[src/rtl/ea_pkg.sv]
// Package ea_pkg
// Holds the addressing mode codes shared by the generator, its
// operand units and the checker. Assumes a 4-bit mode field.
package ea_pkg;
    localparam int MODE_W = 4;

    typedef enum logic [MODE_W-1:0] {
        AM_REG     = 4'd0,
        AM_ABS     = 4'd1,
        AM_IND     = 4'd2,
        AM_POSTINC = 4'd3,
        AM_POSTDEC = 4'd4,
        AM_PREINC  = 4'd5,
        AM_PREDEC  = 4'd6,
        AM_INDEX   = 4'd7,
        AM_LITOFS  = 4'd8
    } am_t;
endpackage

[src/rtl/ea_operand_unit.sv]
// Module ea_operand_unit
// Combinational address computation for one operand. Given the mode,
// pointer value, offset register value, literal and size flag it returns
// the address, whether it is a memory address, whether the pointer is
// updated, and the signed step (as a wrapped addend). Assumes DATA_W is a
// multiple of 8; the word step is DATA_W/8 bytes.
module ea_operand_unit #(
    parameter int DATA_W = 16
) (
    input  logic [ea_pkg::MODE_W-1:0] mode,
    input  logic [DATA_W-1:0]         base,
    input  logic [DATA_W-1:0]         ofs,
    input  logic [DATA_W-1:0]         lit,
    input  logic                      byte_op,
    output logic [DATA_W-1:0]         ea,
    output logic                      ea_valid,
    output logic                      ptr_wr,
    output logic [DATA_W-1:0]         delta,
    output logic [DATA_W-1:0]         new_ptr
);
    import ea_pkg::*;

    localparam int              WORD_BYTES = DATA_W / 8;
    localparam logic [DATA_W-1:0] STEP_BYTE = DATA_W'(1);
    localparam logic [DATA_W-1:0] STEP_WORD = DATA_W'(WORD_BYTES);

    logic [DATA_W-1:0] step;

    // Select the step size and its signed form for the current mode.
    always_comb begin
        step  = byte_op ? STEP_BYTE : STEP_WORD;
        delta = '0;
        case (am_t'(mode))
            AM_POSTINC, AM_PREINC: delta = step;
            AM_POSTDEC, AM_PREDEC: delta = DATA_W'(0) - step;
            default:               delta = '0;
        endcase
        new_ptr = base + delta;
    end

    // Form the effective address and the flags for the current mode.
    always_comb begin
        ea       = '0;
        ea_valid = 1'b1;
        ptr_wr   = 1'b0;
        case (am_t'(mode))
            AM_ABS:                ea = lit;
            AM_IND:                ea = base;
            AM_POSTINC, AM_POSTDEC: begin
                ea     = base;
                ptr_wr = 1'b1;
            end
            AM_PREINC, AM_PREDEC: begin
                ea     = new_ptr;
                ptr_wr = 1'b1;
            end
            AM_INDEX:              ea = base + ofs;
            AM_LITOFS:             ea = base + lit;
            default:               ea_valid = 1'b0;
        endcase
    end
endmodule

[src/rtl/ea_wb_merge.sv]
// Module ea_wb_merge
// Resolves pointer writebacks of the two operands. When both update the
// same register, the source request is dropped and the destination
// request carries the sum of both steps (destination applied last).
// Assumes both operands read the same pre-update value of that register.
module ea_wb_merge #(
    parameter int DATA_W = 16,
    parameter int IDX_W  = 4
) (
    input  logic              s_wr,
    input  logic [IDX_W-1:0]  s_idx,
    input  logic [DATA_W-1:0] s_new,
    input  logic [DATA_W-1:0] s_delta,
    input  logic              d_wr,
    input  logic [IDX_W-1:0]  d_idx,
    input  logic [DATA_W-1:0] d_new,
    output logic              s_en,
    output logic              d_en,
    output logic [DATA_W-1:0] s_data,
    output logic [DATA_W-1:0] d_data
);
    logic clash;

    // Detect a shared modified register and fold the updates together.
    always_comb begin
        clash  = s_wr && d_wr && (s_idx == d_idx);
        s_en   = s_wr && !clash;
        d_en   = d_wr;
        s_data = s_new;
        d_data = clash ? (d_new + s_delta) : d_new;
    end
endmodule

[src/rtl/ea_pair_gen.sv]
// Module ea_pair_gen
// Top level of the dual-operand effective address generator. Drives the
// register file read ports from the operand fields, runs one operand
// unit per operand, merges the pointer writebacks and registers all
// results one cycle after in_valid. Assumes the register file answers
// reads combinationally within the same cycle.
module ea_pair_gen #(
    parameter int DATA_W = 16,
    parameter int REG_N  = 16,
    parameter int IDX_W  = $clog2(REG_N)
) (
    input  logic                      clk,
    input  logic                      rst_n,
    input  logic                      in_valid,
    input  logic [ea_pkg::MODE_W-1:0] src_mode,
    input  logic [IDX_W-1:0]          src_idx,
    input  logic [ea_pkg::MODE_W-1:0] dst_mode,
    input  logic [IDX_W-1:0]          dst_idx,
    input  logic [IDX_W-1:0]          ofs_idx,
    input  logic [DATA_W-1:0]         lit,
    input  logic                      byte_op,
    output logic [IDX_W-1:0]          rd_src_addr,
    output logic [IDX_W-1:0]          rd_dst_addr,
    output logic [IDX_W-1:0]          rd_ofs_addr,
    input  logic [DATA_W-1:0]         rd_src_data,
    input  logic [DATA_W-1:0]         rd_dst_data,
    input  logic [DATA_W-1:0]         rd_ofs_data,
    output logic                      out_valid,
    output logic [DATA_W-1:0]         src_ea,
    output logic                      src_ea_valid,
    output logic [DATA_W-1:0]         dst_ea,
    output logic                      dst_ea_valid,
    output logic                      src_wb_en,
    output logic [IDX_W-1:0]          src_wb_idx,
    output logic [DATA_W-1:0]         src_wb_data,
    output logic                      dst_wb_en,
    output logic [IDX_W-1:0]          dst_wb_idx,
    output logic [DATA_W-1:0]         dst_wb_data
);
    localparam int NOPS = 2;
    localparam int SRC  = 0;
    localparam int DST  = 1;

    logic [NOPS-1:0][ea_pkg::MODE_W-1:0] op_mode;
    logic [NOPS-1:0][DATA_W-1:0]         op_base;
    logic [NOPS-1:0][DATA_W-1:0]         op_ea;
    logic [NOPS-1:0]                     op_eav;
    logic [NOPS-1:0]                     op_wr;
    logic [NOPS-1:0][DATA_W-1:0]         op_delta;
    logic [NOPS-1:0][DATA_W-1:0]         op_new;

    logic              m_s_en, m_d_en;
    logic [DATA_W-1:0] m_s_data, m_d_data;

    // Route operand fields to the register file read ports.
    always_comb begin
        rd_src_addr  = src_idx;
        rd_dst_addr  = dst_idx;
        rd_ofs_addr  = ofs_idx;
        op_mode[SRC] = src_mode;
        op_mode[DST] = dst_mode;
        op_base[SRC] = rd_src_data;
        op_base[DST] = rd_dst_data;
    end

    // One address unit per operand; both share offset, literal and size.
    for (genvar g = 0; g < NOPS; g++) begin : g_op
        ea_operand_unit #(.DATA_W(DATA_W)) u_unit (
            .mode     (op_mode[g]),
            .base     (op_base[g]),
            .ofs      (rd_ofs_data),
            .lit      (lit),
            .byte_op  (byte_op),
            .ea       (op_ea[g]),
            .ea_valid (op_eav[g]),
            .ptr_wr   (op_wr[g]),
            .delta    (op_delta[g]),
            .new_ptr  (op_new[g])
        );
    end

    ea_wb_merge #(.DATA_W(DATA_W), .IDX_W(IDX_W)) u_merge (
        .s_wr    (op_wr[SRC]),
        .s_idx   (src_idx),
        .s_new   (op_new[SRC]),
        .s_delta (op_delta[SRC]),
        .d_wr    (op_wr[DST]),
        .d_idx   (dst_idx),
        .d_new   (op_new[DST]),
        .s_en    (m_s_en),
        .d_en    (m_d_en),
        .s_data  (m_s_data),
        .d_data  (m_d_data)
    );

    // Register the strobe and writeback enables; cleared on reset.
    always_ff @(posedge clk) begin
        if (!rst_n) begin
            out_valid <= 1'b0;
            src_wb_en <= 1'b0;
            dst_wb_en <= 1'b0;
        end else begin
            out_valid <= in_valid;
            src_wb_en <= in_valid && m_s_en;
            dst_wb_en <= in_valid && m_d_en;
        end
    end

    // Capture the address pair and writeback payloads on each operation.
    always_ff @(posedge clk) begin
        if (!rst_n) begin
            src_ea       <= '0;
            src_ea_valid <= 1'b0;
            dst_ea       <= '0;
            dst_ea_valid <= 1'b0;
            src_wb_idx   <= '0;
            src_wb_data  <= '0;
            dst_wb_idx   <= '0;
            dst_wb_data  <= '0;
        end else if (in_valid) begin
            src_ea       <= op_ea[SRC];
            src_ea_valid <= op_eav[SRC];
            dst_ea       <= op_ea[DST];
            dst_ea_valid <= op_eav[DST];
            src_wb_idx   <= src_idx;
            src_wb_data  <= m_s_data;
            dst_wb_idx   <= dst_idx;
            dst_wb_data  <= m_d_data;
        end
    end
endmodule

[config.mk]
export PLATFORM = sky130hd
export DESIGN_NAME = ea_pair_gen
export DESIGN_NICKNAME = d
export VERILOG_FILES = /design/src/rtl/ea_pkg.sv /design/src/rtl/ea_operand_unit.sv /design/src/rtl/ea_wb_merge.sv /design/src/rtl/ea_pair_gen.sv
export SDC_FILE = /design/constraint.sdc
export NUM_CORES = 1
export LEC_CHECK = 0
export CAP_MARGIN = 20
export CORE_ASPECT_RATIO = 1.25
export CORE_MARGIN = 2
export CORE_UTILIZATION = 28
export CTS_CLUSTER_DIAMETER = 200
export CTS_CLUSTER_SIZE = 24
export DETAILED_ROUTE_END_ITERATION = 7
export GPL_TIMING_DRIVEN = 0
export PLACE_DENSITY = 0.59
export SYNTH_ARGS = -nofsm -noshare
export SYNTH_HDL_FRONTEND = slang
export SYNTH_HIERARCHICAL = 1
export SYNTH_SLANG_ARGS = --single-unit
[constraint.sdc]
create_clock -name clk -period 7 [get_ports clk]
set_clock_uncertainty 0.2 [all_clocks]
set_input_delay 0.7 -clock clk [delete_from_list [all_inputs] [get_ports clk]]
set_output_delay 0.7 -clock clk [all_outputs]
set_load 0.01 [all_outputs]
## Word level (Yosys, flattened, before mapping)

Index checks and enable logic that the tools add are counted.

- Memories kept: 0
- Bits in latches: 0
- Input bits: 88
- Bits in writable memories: 0
- Output and inout bits: 89
- Logic and storage cells: 64
- Memory bits (read-only): 0
- Register bits: 77

- Add/sub/neg operators: 8
- Reduce and logical (&&, ||, !) cells: 18
- Divide/modulo/power cells: 0
- Equality and inequality tests: 17
- Bitwise gates (word level): 0
- Shift operators: 0
- Muxes and demuxes: 10
- $mul: 0
- $lt $le $gt $ge: 0

Operators with widths:

| operator | number |
|---|---|
| case mux 16 bit (5 select lines) | 2 |
| adder 16 bit | 7 |
| case mux 16 bit (2 select lines) | 2 |
| equality test 4 x 3 -> 1 bit, second input constant | 8 |
| equality test 4 x 2 -> 1 bit, second input constant | 4 |
| 2-to-1 mux 16 bit | 1 |
| OR reduction 8 bit | 2 |
| subtractor 1 x 16 -> 16 bit, first input constant | 1 |
| OR reduction 2 bit | 6 |
| equality test 4 x 1 -> 1 bit, second input constant | 2 |
| equality test 4 bit, second input constant | 2 |
| OR reduction 4 bit | 2 |
| OR reduction 3 bit | 2 |
| logical AND 1 bit | 5 |
| equality test 4 bit | 1 |
| 2-to-1 mux 1 bit | 4 |
| 2-to-1 mux 2 bit | 1 |
| logical NOT 1 bit | 1 |

## Longest topological paths before layout

Gate-level depths: netlist (run 1).

- Word-level depth: 8
- Gate-level depth with buffers: 22
- Depth with buffers taken out: 21

## By module

The synthesis (run 1) kept the hierarchy.

By module, submodules not included:

| module | times used | seq. area each (um^2) | area each (um^2) | cells each |
|---|---|---|---|---|
| ea_pair_gen | 1 | 1,541.5 | 2,992.9 | 257 |
| ea_operand_unit (g_op[0].u_unit) | 1 | 0.0 | 2,253.4 | 313 |
| ea_operand_unit (g_op[1].u_unit) | 1 | 0.0 | 2,060.7 | 282 |
| ea_wb_merge | 1 | 0.0 | 1,104.8 | 149 |

## Worst setup path before layout (run 1)

Ideal clock, no wire load.

- Kind: input -> register
- Start: in dst_mode[3] (netlist name)
- End: reg dst_wb_data[14]
- Library setup time: 0.116 ns
- Path slack: 1.405 ns
- Arrival: 5.279 ns
- Stages: 21
- Data required time: 6.684 ns
- Buffers on the path: 1
- Path through: clkbuf_1 -> nand2b_1 -> nor2_1 -> o21ai_0 -> inv_1 -> ha_1 -> a211oi_1 -> o21ai_0 -> o21ai_0 -> a31oi_1 -> o21a_1 -> nor2_1 -> ha_1 -> and3_1 -> a221o_1 -> a21o_1 -> a21oi_1 -> xor2_1 -> o21ai_1 -> mux2i_1 -> nor2b_1

RTL lines:

| item | line | source |
|---|---|---|
| start: declaration | ea_pair_gen.sv:17 | `input logic [ea_pkg::MODE_W-1:0] dst_mode,` |
| end signal: assignment | ea_pair_gen.sv:128 | `dst_wb_data <= m_d_data;` |
| end: declaration | ea_pair_gen.sv:38 | `output logic [DATA_W-1:0] dst_wb_data` |

## Worst setup path after layout (run 1)

- Start: in dst_mode[1] (netlist name)
- End: reg dst_wb_data[14]

- Cells in the longest elaborated chain, start to end: 6
- Elaborated cells on any way between the ends: 14
- Classes of those cells: 2 x add/sub; 4 x eq/ne; 3 x mux; 5 x reduce/logical

Ends and longest elaborated chain:

| item | line | source |
|---|---|---|
| equality test 4 x 2 -> 1 bit / equality test 4 x 3 -> 1 bit (equally long branches) | ea_operand_unit.sv:46 | `case (am_t'(mode))` |
| OR reduction 4 bit (no source line) (*) | - |  |
| 2-to-1 mux 1 bit (*) | ea_operand_unit.sv:46 |  |
| named net op_wr[1] | ea_pair_gen.sv:48 | `logic [NOPS-1:0] op_wr;` |
| logical AND 1 bit (*) (2 in a row) | ea_wb_merge.sv:26 | `clash = s_wr && d_wr && (s_idx == d_idx);` |
| 2-to-1 mux 16 bit (*) | ea_wb_merge.sv:30 | `d_data = clash ? (d_new + s_delta) : d_new;` |
| named net m_d_data[14] | ea_pair_gen.sv:53 | `logic [DATA_W-1:0] m_s_data, m_d_data;` |

The timed path passes the listed nets; every way through them passes the cells marked *.
A chain may end at the register's enable or synchronous reset.

==> results of run 1 <==
## flip-flops by register name (all words and copies together) (netlist names)
register	cells
dst_ea	16
dst_wb_data	16
src_ea	16
src_wb_data	16
dst_wb_idx	4
src_wb_idx	4
dst_ea_valid	1
dst_wb_en	1
out_valid	1
src_ea_valid	1
src_wb_en	1
## metrics by stage
step	std cells	util [%]	hold slack [ns]
after detailed placement	1550	35.82	0.2991
after global routing	1566	37.00	0.3409
after CTS	1565	36.97	0.3176
after global placement	1550	35.80	0.2987
after floorplan	988	-	0.3384
final	1566	37.00	0.3113
## how the worst max path moves through the flow
stage / slack (ns) / from / endpoint
floorplan: 1.87 / dst_mode[3] / dst_wb_data[14]
global placement: 0.40 / dst_mode[0] / dst_wb_data[14]
detailed placement: 0.40 / dst_mode[0] / dst_wb_data[14]
CTS: 0.76 / dst_mode[0] / dst_wb_data[14]
global route: 0.94 / dst_mode[1] / dst_wb_data[14]
finish: 1.33 / dst_mode[1] / dst_wb_data[14]
## report_power, final
group	switching (mW)	internal, mW	leakage (nW)
logic	0.384	0.353	3.77
clock network	0.206	0.349	0.164
registers	0.0178	0.471	0.633
## layer usage
metal  track usage [%]  vias to the layer above  wire (um)
li1                  -                     3922          -
met1             22.05                     3719      11900
met2             33.40                      241      14860
met3             2.573                       60       1318
met4             10.31                        0       1528
met5                 0                        -          0
## worst max-delay path, stage by stage
cell and delay (ns):
clkdlybuf4s50_1 0.62, nand2_1 0.13, xor2_1 0.17, nor2_1 0.20
o21ai_0 0.24, inv_1 0.11, ha_1 0.24, a211oi_1 0.24
o21ai_0 0.21, o21ai_0 0.42, nand2_1 0.12, xor2_1 0.43
ha_1 0.32, clkbuf_1 0.20, a21o_2 0.28, a221o_1 0.30
a21o_1 0.18, a21oi_1 0.14, xor2_1 0.16, o21ai_1 0.11
mux2i_1 0.15, nor2b_1 0.05
## cells in the final DEF, fill, tap and decap left out, drive strengths merged, types with 16 or more instances in the layout
cell type / instances
a222oi: 17
a21o: 25
xor2: 31
ha: 75
a21oi: 50
a31oi: 16
clkdlybuf4s50: 166
clkbuf: 31
mux2i: 79
inv: 36
nor2: 52
nor2b: 86
buf: 62
mux2: 35
nand2: 62
xnor2: 43
o21ai: 58
dfxtp: 77
## final cells by class
cell class	instances	share of cell area [%]
multi-input combinational	795	56.28
timing repair buffer	167	15.42
sequential	77	14.24
buffer	82	5.191
tap	396	4.578
clock buffer	10	2.116
inverter	34	1.179
clock inverter	5	0.9942
==> results_dict.tcl, run 1 <==
set metrics [dict create \
    outcome "complete, no violations" \
    drcViolationCount 0 \
    hold_end "dst_ea[1]" \
    gp_congestion 0.8948 \
    hp-class "register to register" \
    die_height_um 196.7 \
    clkTransAtPathRegs_ns 0.06 \
    synth_area_um2 8314 \
    hpwl_um 24590 \
    arrival_ns 5.73 \
    rsz0062_at_grt "no" \
    rows 70 \
    area_growth_pct 30.17 \
    setup_viol 0 \
    route.antenna.remaining_nets 0 \
    cap_violations 0 \
    r2r-start "dst_ea[0]" \
    hold_start "dst_ea[1]" \
    timing_worst_setup_path_type "input pin to register" \
    io_pins 177 \
    cts_root_buf "clkbuf_16" \
    max_freq_mhz 176.4 \
    track_usage_pct 18.98 \
    num_vias 7942 \
    finalHoldViolCount 0 \
    slew_viol_final 0 \
    postLayoutCellArea_um2 10820 \
    fin_total_pwr_mw 1.782 \
    critPathLaunchType "input pin" \
    clk_latency_ns 0.35 \
    core_um2 29250 \
    die-area_um2 31100 \
    grt_max_degree 30 \
    rr_worst_depth 2 \
    grt_pass1_wl_um 44220 \
    cts-hold-fix-buffers 0 \
    wl_per_cell_um 18.90 \
    r2r_slack_ns 6.15 \
    syn_nets 1156 \
    drive_gt1_share_pct 11.37 \
    grt_pass1_vias 7807 \
    fin_tns_setup_ns 0 \
    nets 1334 \
    fillers 3103 \
    holdPathStages 2 \
    post-route-period-util_pct 80.99 \
    irDropWorstVdd_v 0.00008589 \
    cp_max_fo 8 \
    routed_wl_um 29610 \
    clockBufferDepth 2 \
    cts_tree "built" \
    worst_slew_pin_slew_ns 1.063 \
    start_util_pct 28.42 \
    regArea_um2 1541 \
    cts_resized 0 \
    worstSetupEndpointType "register" \
    min_period_ns 5.669 \
    synthCells 988 \
    p_leak_nw 4.564 \
    relSlewSlack_pct 28.77 \
    required_ns 7.06 \
    power_density_nw_per_um2 164.6 \
    crit-reg2reg-capture "dst_ea[0]" \
    layout_setup_ws_ns 1.331 \
    syn_area_per_cell_um2 8.415 \
    yosysWarnings 6 \
    antenna_found_initial 0 \
    cts.sinks 77 \
    overflow 0 \
    dieWidth_um 158.1 \
    pre_cts_ws_ns 0.3952 \
    htree_levels 3 \
    drt_iter0_drc 581 \
    post_cts_buffers 0 \
    cts_buffers 9 \
    placed_cell_area_um2 10480 \
    io_buffers 166 \
    drtPass1Iterations 5 \
    multi_input_area_um2 6091 \
    diodes 0 \
    routed_via_density 5.072 \
]
(Power assumes the default switching activity.)
==> run 2, diff against run 1 <==
Settings changed: PLACE_DENSITY 0.59 to 0.61.
Clock period 7 ns to 5.1 ns, I/O delays scaled along.
==> results_dict.tcl, run 2 (synthesis gave the netlist of run 1 again) <==
set metrics [dict create \
    clk_latency_ns 0.36 \
    cts.sinks 77 \
    gp_congestion 0.8988 \
    clkTransAtPathRegs_ns 0.07 \
    nets 1335 \
    p_int_mw 1.531 \
    overflow 0 \
    netSwitchingPower_mw 0.8377 \
    outcome "finished with violations" \
    die-area_um2 31100 \
    pwr-share-comb_pct 43.0 \
    final_common_cell "clkdlybuf4s50_1" \
    routed_wl_um 29570 \
    cts_root_buf "clkbuf_16" \
    cts_buffers 9 \
    fin_tns_setup_ns 0 \
    cap_violations 0 \
    grt_pass1_vias 7670 \
    drtPass1Iterations 8 \
    core_um2 29250 \
    power_density_nw_per_um2 218.1 \
    hpwl_um 24600 \
    rows 70 \
    p_leak_nw 4.574 \
    finalHoldViolCount 0 \
    fin_total_pwr_mw 2.368 \
    critPathMaxStageDelay_ns 0.45 \
    critPathBufInv 2 \
    cts_tree "built" \
    route.antenna.remaining_nets 0 \
    fillers 3043 \
    drt_iter0_drc 640 \
    start_util_pct 28.42 \
    area_growth_pct 30.62 \
    slowest_stage "fa_1" \
    drive_gt1_share_pct 12.12 \
    drcViolationCount 2 \
    crit_chain "dlygate4sd2_1 > nand2_1 > xor2_1 > nor3_1 > ha_1 > inv_1 > fa_1 > nor2b_4 > o31a_1 > o21ai_2 > a32oi_1 > xor2_2 > ha_1 > and3_1 > a221o_1 > a21o_1 > a21oi_1 > xor2_1 > o21ai_1 > mux2i_1 > nor2b_1" \
    grt_max_degree 30 \
    htree_levels 3 \
    cp_max_fo 7 \
    hp-class "register to register" \
    p_sw_share_pct 35.37 \
    max_freq_mhz 207.5 \
    arrival_ns 4.87 \
    cts-hold-fix-buffers 0 \
    setup_viol 0 \
    pwr-share-clk_pct 28.7 \
    cpLargestDelayFamily "compound AO/OA/AOI/OAI gates" \
    wl_per_cell_um 18.81 \
    io_pins 177 \
    most-common-layout-cells "clkdlybuf4s50_1 (164), nor2b_1 (85), mux2i_1 (79)" \
    antenna_found_initial 3 \
    required_ns 5.15 \
    grt_pass1_wl_um 43360 \
    post-route-period-util_pct 94.50 \
    worstSetupEndpointType "register" \
    p_seq_share_pct 28.3 \
    num_vias 8029 \
    regArea_um2 1541 \
    critPathLaunchType "input pin" \
    worst_slew_pin_slew_ns 1.075 \
    clockBufferDepth 2 \
    rsz0062_at_grt "no" \
    violations "design-rule violations" \
    timing_worst_setup_path_type "input pin to register" \
    routed_via_density 5.108 \
    io_buffers 166 \
    die_height_um 196.7 \
    min_period_ns 4.820 \
    track_usage_pct 18.67 \
    multi_input_area_um2 6138 \
    relSlewSlack_pct 27.97 \
    irDropWorstVdd_v 0.0001458 \
    slew_viol_final 0 \
    dieWidth_um 158.1 \
]
==> run 2: changes by cell type in the layout (fill, tap and decap cells not counted), sizes merged, moves of 2 or more <==
cell	previous run	this run
clkdlybuf4s50	166	164
clkinv	0	2
diode	0	4
bufinv	3	1
==> run 2: area by class of cell <==
| type | instances | area share (%) |
|---|---|---|
| Buffer | 82 | 5.173 |
| Multi-Input combinational cell | 795 | 56.52 |
| Sequential cell | 77 | 14.19 |
| Antenna cell | 4 | 0.09217 |
| Tap cell | 396 | 4.562 |
| Timing Repair Buffer | 168 | 15.45 |
| Clock inverter | 6 | 0.6336 |
| Clock buffer | 10 | 2.200 |
| Inverter | 34 | 1.175 |
==> run 2: power groups by stage <==
stage | logic [mW] | registers, mW | clock network [mW]
4_1_cts | 1.01 | 0.673 | 0.700
6_report | 1.02 | 0.671 | 0.679
5_1_grt | 1.10 | 0.678 | 0.725
3_5_place_dp | 1.00 | 0.685 | 0
2_1_floorplan | 0.620 | 0.702 | 0
3_3_place_gp | 0.995 | 0.685 | 0
==> run 2: worst paths after layout <==
path / from / end / slack (ns) / cells past startpoint
max reg2reg: dst_wb_data[15] / dst_wb_data[15] / 4.26 / 2
min: dst_ea_valid / dst_ea_valid / 0.31 / 2
max: dst_mode[0] / dst_wb_data[14] / 0.28 / 21
min reg2reg: dst_ea_valid / dst_ea_valid / 0.31 / 2
==> run 2: timing repair <==
| item | 4_1_cts | 5_1_grt |
|---|---|---|
| pin swaps | 1 | 2 |
| buffers inserted | 1 | 1 |
| hold endpoints to repair | 0 | 0 |
| endpoints found under the setup margin | 8 | 6 |
| resized for setup | 10 | 3 |
==> run 2: worst min-delay path, stage by stage, from the launching register on <==
cell,delay [ns]
dfxtp_1,0.32
mux2i_1,0.06
nor2b_1,0.09
==> run 2: per-layer routing <==
| layer | share of wire (%) | track usage [%] |
|---|---|---|
| met5 | 0 | 0 |
| met4 | 6.1 | 12.18 |
| met3 | 4.7 | 2.551 |
| met2 | 50 | 32.29 |
| met1 | 40 | 21.30 |
==> run 2: stage by stage <==
step | instances | hold WS, ns | utilization (%) | cell area [um^2] | setup WS, ns
floorplan | 988 | 0.3384 | - | 8314 | 0.1632
global placement | 1550 | 0.2971 | 35.80 | 10470 | -1.244
detailed placement | 1550 | 0.3020 | 35.82 | 10480 | -1.207
CTS | 1567 | 0.3206 | 37.04 | 10840 | 0.006499
global route | 1570 | 0.3303 | 37.11 | 10860 | 0.03406
finish | 1572 | 0.3134 | 37.13 | 10860 | 0.2803
==> run 3, diff against run 2 <==
Clock period 5.1 ns to 3.9 ns, I/O delays scaled along.
==> results_dict.tcl, run 3 (synthesis gave the netlist of run 1 again) <==
set metrics [dict create \
    min_period_ns 3.912 \
    nets 1357 \
    io_pins 177 \
    crit-reg2reg-capture "dst_wb_data[15]" \
    antenna_found_initial 2 \
    die_height_um 196.7 \
    start_util_pct 28.42 \
    p_leak_nw 4.812 \
    final_cells 1591 \
    htree_levels 3 \
    post-route-period-util_pct 100.3 \
    drt_iter0_drc 587 \
    arrival_ns 4.01 \
    area_growth_pct 38.45 \
    grt_pass1_vias 7682 \
    power_density_nw_per_um2 281.5 \
    track_usage_pct 19.18 \
    die-area_um2 31100 \
    route.antenna.remaining_nets 0 \
    rows 70 \
    grt_pass1_wl_um 44290 \
    core_um2 29250 \
    cp_max_fo 8 \
    cts-hold-fix-buffers 0 \
    holdPathStages 2 \
    clkTransAtPathRegs_ns 0.06 \
    clockBufferDepth 2 \
    outcome "finished with violations" \
    hold_end "src_wb_data[1]" \
    cts_buffers 9 \
    worstSetupEndpointType "register" \
    irDropWorstVdd_v 0.0002146 \
    overflow 0 \
    rr_worst_depth 2 \
    timing_worst_setup_path_type "input pin to register" \
    finalHoldViolCount 0 \
    r2r_slack_ns 3.07 \
    drcViolationCount 0 \
    num_vias 8203 \
    postLayoutCellArea_um2 11510 \
    hold_start "rst_n" \
    critPathLaunchType "input pin" \
    max_freq_mhz 255.6 \
    grt_max_degree 15 \
    required_ns 4.00 \
    violations "negative setup slack" \
    utilization_pct 39.35 \
    hpwl_um 24480 \
    cts_root_buf "clkbuf_16" \
    fillers 2968 \
    clk_latency_ns 0.36 \
    worst_slew_pin_slew_ns 1.155 \
    cts.sinks 77 \
    most-common-layout-cells "clkdlybuf4s50_1 (159), nor2b_1 (84), mux2i_1 (79)" \
    place_inst 1550 \
    cap_violations 0 \
    placed_cell_area_um2 10540 \
    dieWidth_um 158.1 \
    io_buffers 166 \
    cts_tree "built" \
    layout_setup_ws_ns -0.01228 \
    drive_gt1_share_pct 19.43 \
    routed_wl_um 30880 \
    gp_congestion 0.9029 \
    relSlewSlack_pct 22.67 \
    slew_viol_final 0 \
    pre_cts_ws_ns -1.538 \
    routed_via_density 5.156 \
    final_common_cell "clkdlybuf4s50_1" \
    drtPass1Iterations 7 \
    hp-class "input pin to register" \
    wl_per_cell_um 19.41 \
    setup_viol 1 \
    r2r-start "dst_wb_data[15]" \
    rsz0062_at_grt "yes" \
]
run 3: timing repair:
action / 4_1_cts / 5_1_grt
buffers inserted: 13 / 12
resized for setup: 55 / 65
setup endpoints to repair: 37 / 22
pin swaps: 16 / 26
gates cloned: 1 / 0
run 3: layout make-up:
class                   count  area, um^2  area share [%]
multi-input cells         796        6579           57.15
repair buffers            191        1876           16.29
flip-flops and latches     77        1541           13.39
plain buffers              80       589.3           5.120
well taps                 396       495.5           4.304
clock buffers              10       229.0           1.989
inverters                  34       127.6           1.109
clock inverters             6       71.32          0.6196
diodes                      1       2.502         0.02174
run 3: stage by stage:
stage	power, mW	hold WS (ns)	setup TNS (ns)
after global routing	3.409	0.2190	-1.205
final	3.241	0.2113	-0.01228
after CTS	3.183	0.2044	-0.03194
after floorplan	1.742	0.3384	-0.4758
after global placement	2.212	0.2982	-47.05
after detailed placement	2.224	0.3032	-33.09
run 3: worst max-delay path by stage:
stage | endpoint | cells after the start | slack [ns] | startpoint
2_1_floorplan | dst_wb_data[14] | 21 | -0.18 | dst_mode[3]
3_3_place_gp | dst_wb_data[14] | 22 | -1.54 | dst_mode[0]
3_5_place_dp | dst_wb_data[14] | 22 | -1.54 | dst_mode[0]
4_1_cts | dst_wb_data[14] | 21 | -0.03 | dst_mode[1]
5_1_grt | dst_wb_data[14] | 21 | -0.23 | dst_mode[1]
6_report | dst_wb_data[14] | 22 | -0.01 | dst_mode[1]
run 3: power by group:
group          switching, mW  internal, mW
logic                  0.757         0.715
registers             0.0317         0.846
clock network          0.388         0.503
run 3: critical path, cell delays in order:
cell and delay, ns:
buf_12 0.10, nand2_8 0.06, xor2_4 0.15, nor3_2 0.17, ha_2 0.21, inv_2 0.04
fa_2 0.37, nor2b_4 0.12, o31a_1 0.24, buf_4 0.14, o21a_1 0.13, nor2_2 0.05
xnor2_2 0.19, ha_1 0.38, o21ai_4 0.10, o41ai_4 0.36, buf_4 0.21, a21oi_2 0.06
xor2_1 0.15, o21ai_2 0.17, mux2i_1 0.09, nor2b_1 0.11
run 3: per-layer routing:
metal  vias up  track usage, %  routed length [um]
li1       3960               -                   -
met3        64           3.320                1596
met1      3883           21.18               11930
met4         0           10.18                1526
met5         -               0                   0
met2       296           34.64               15830
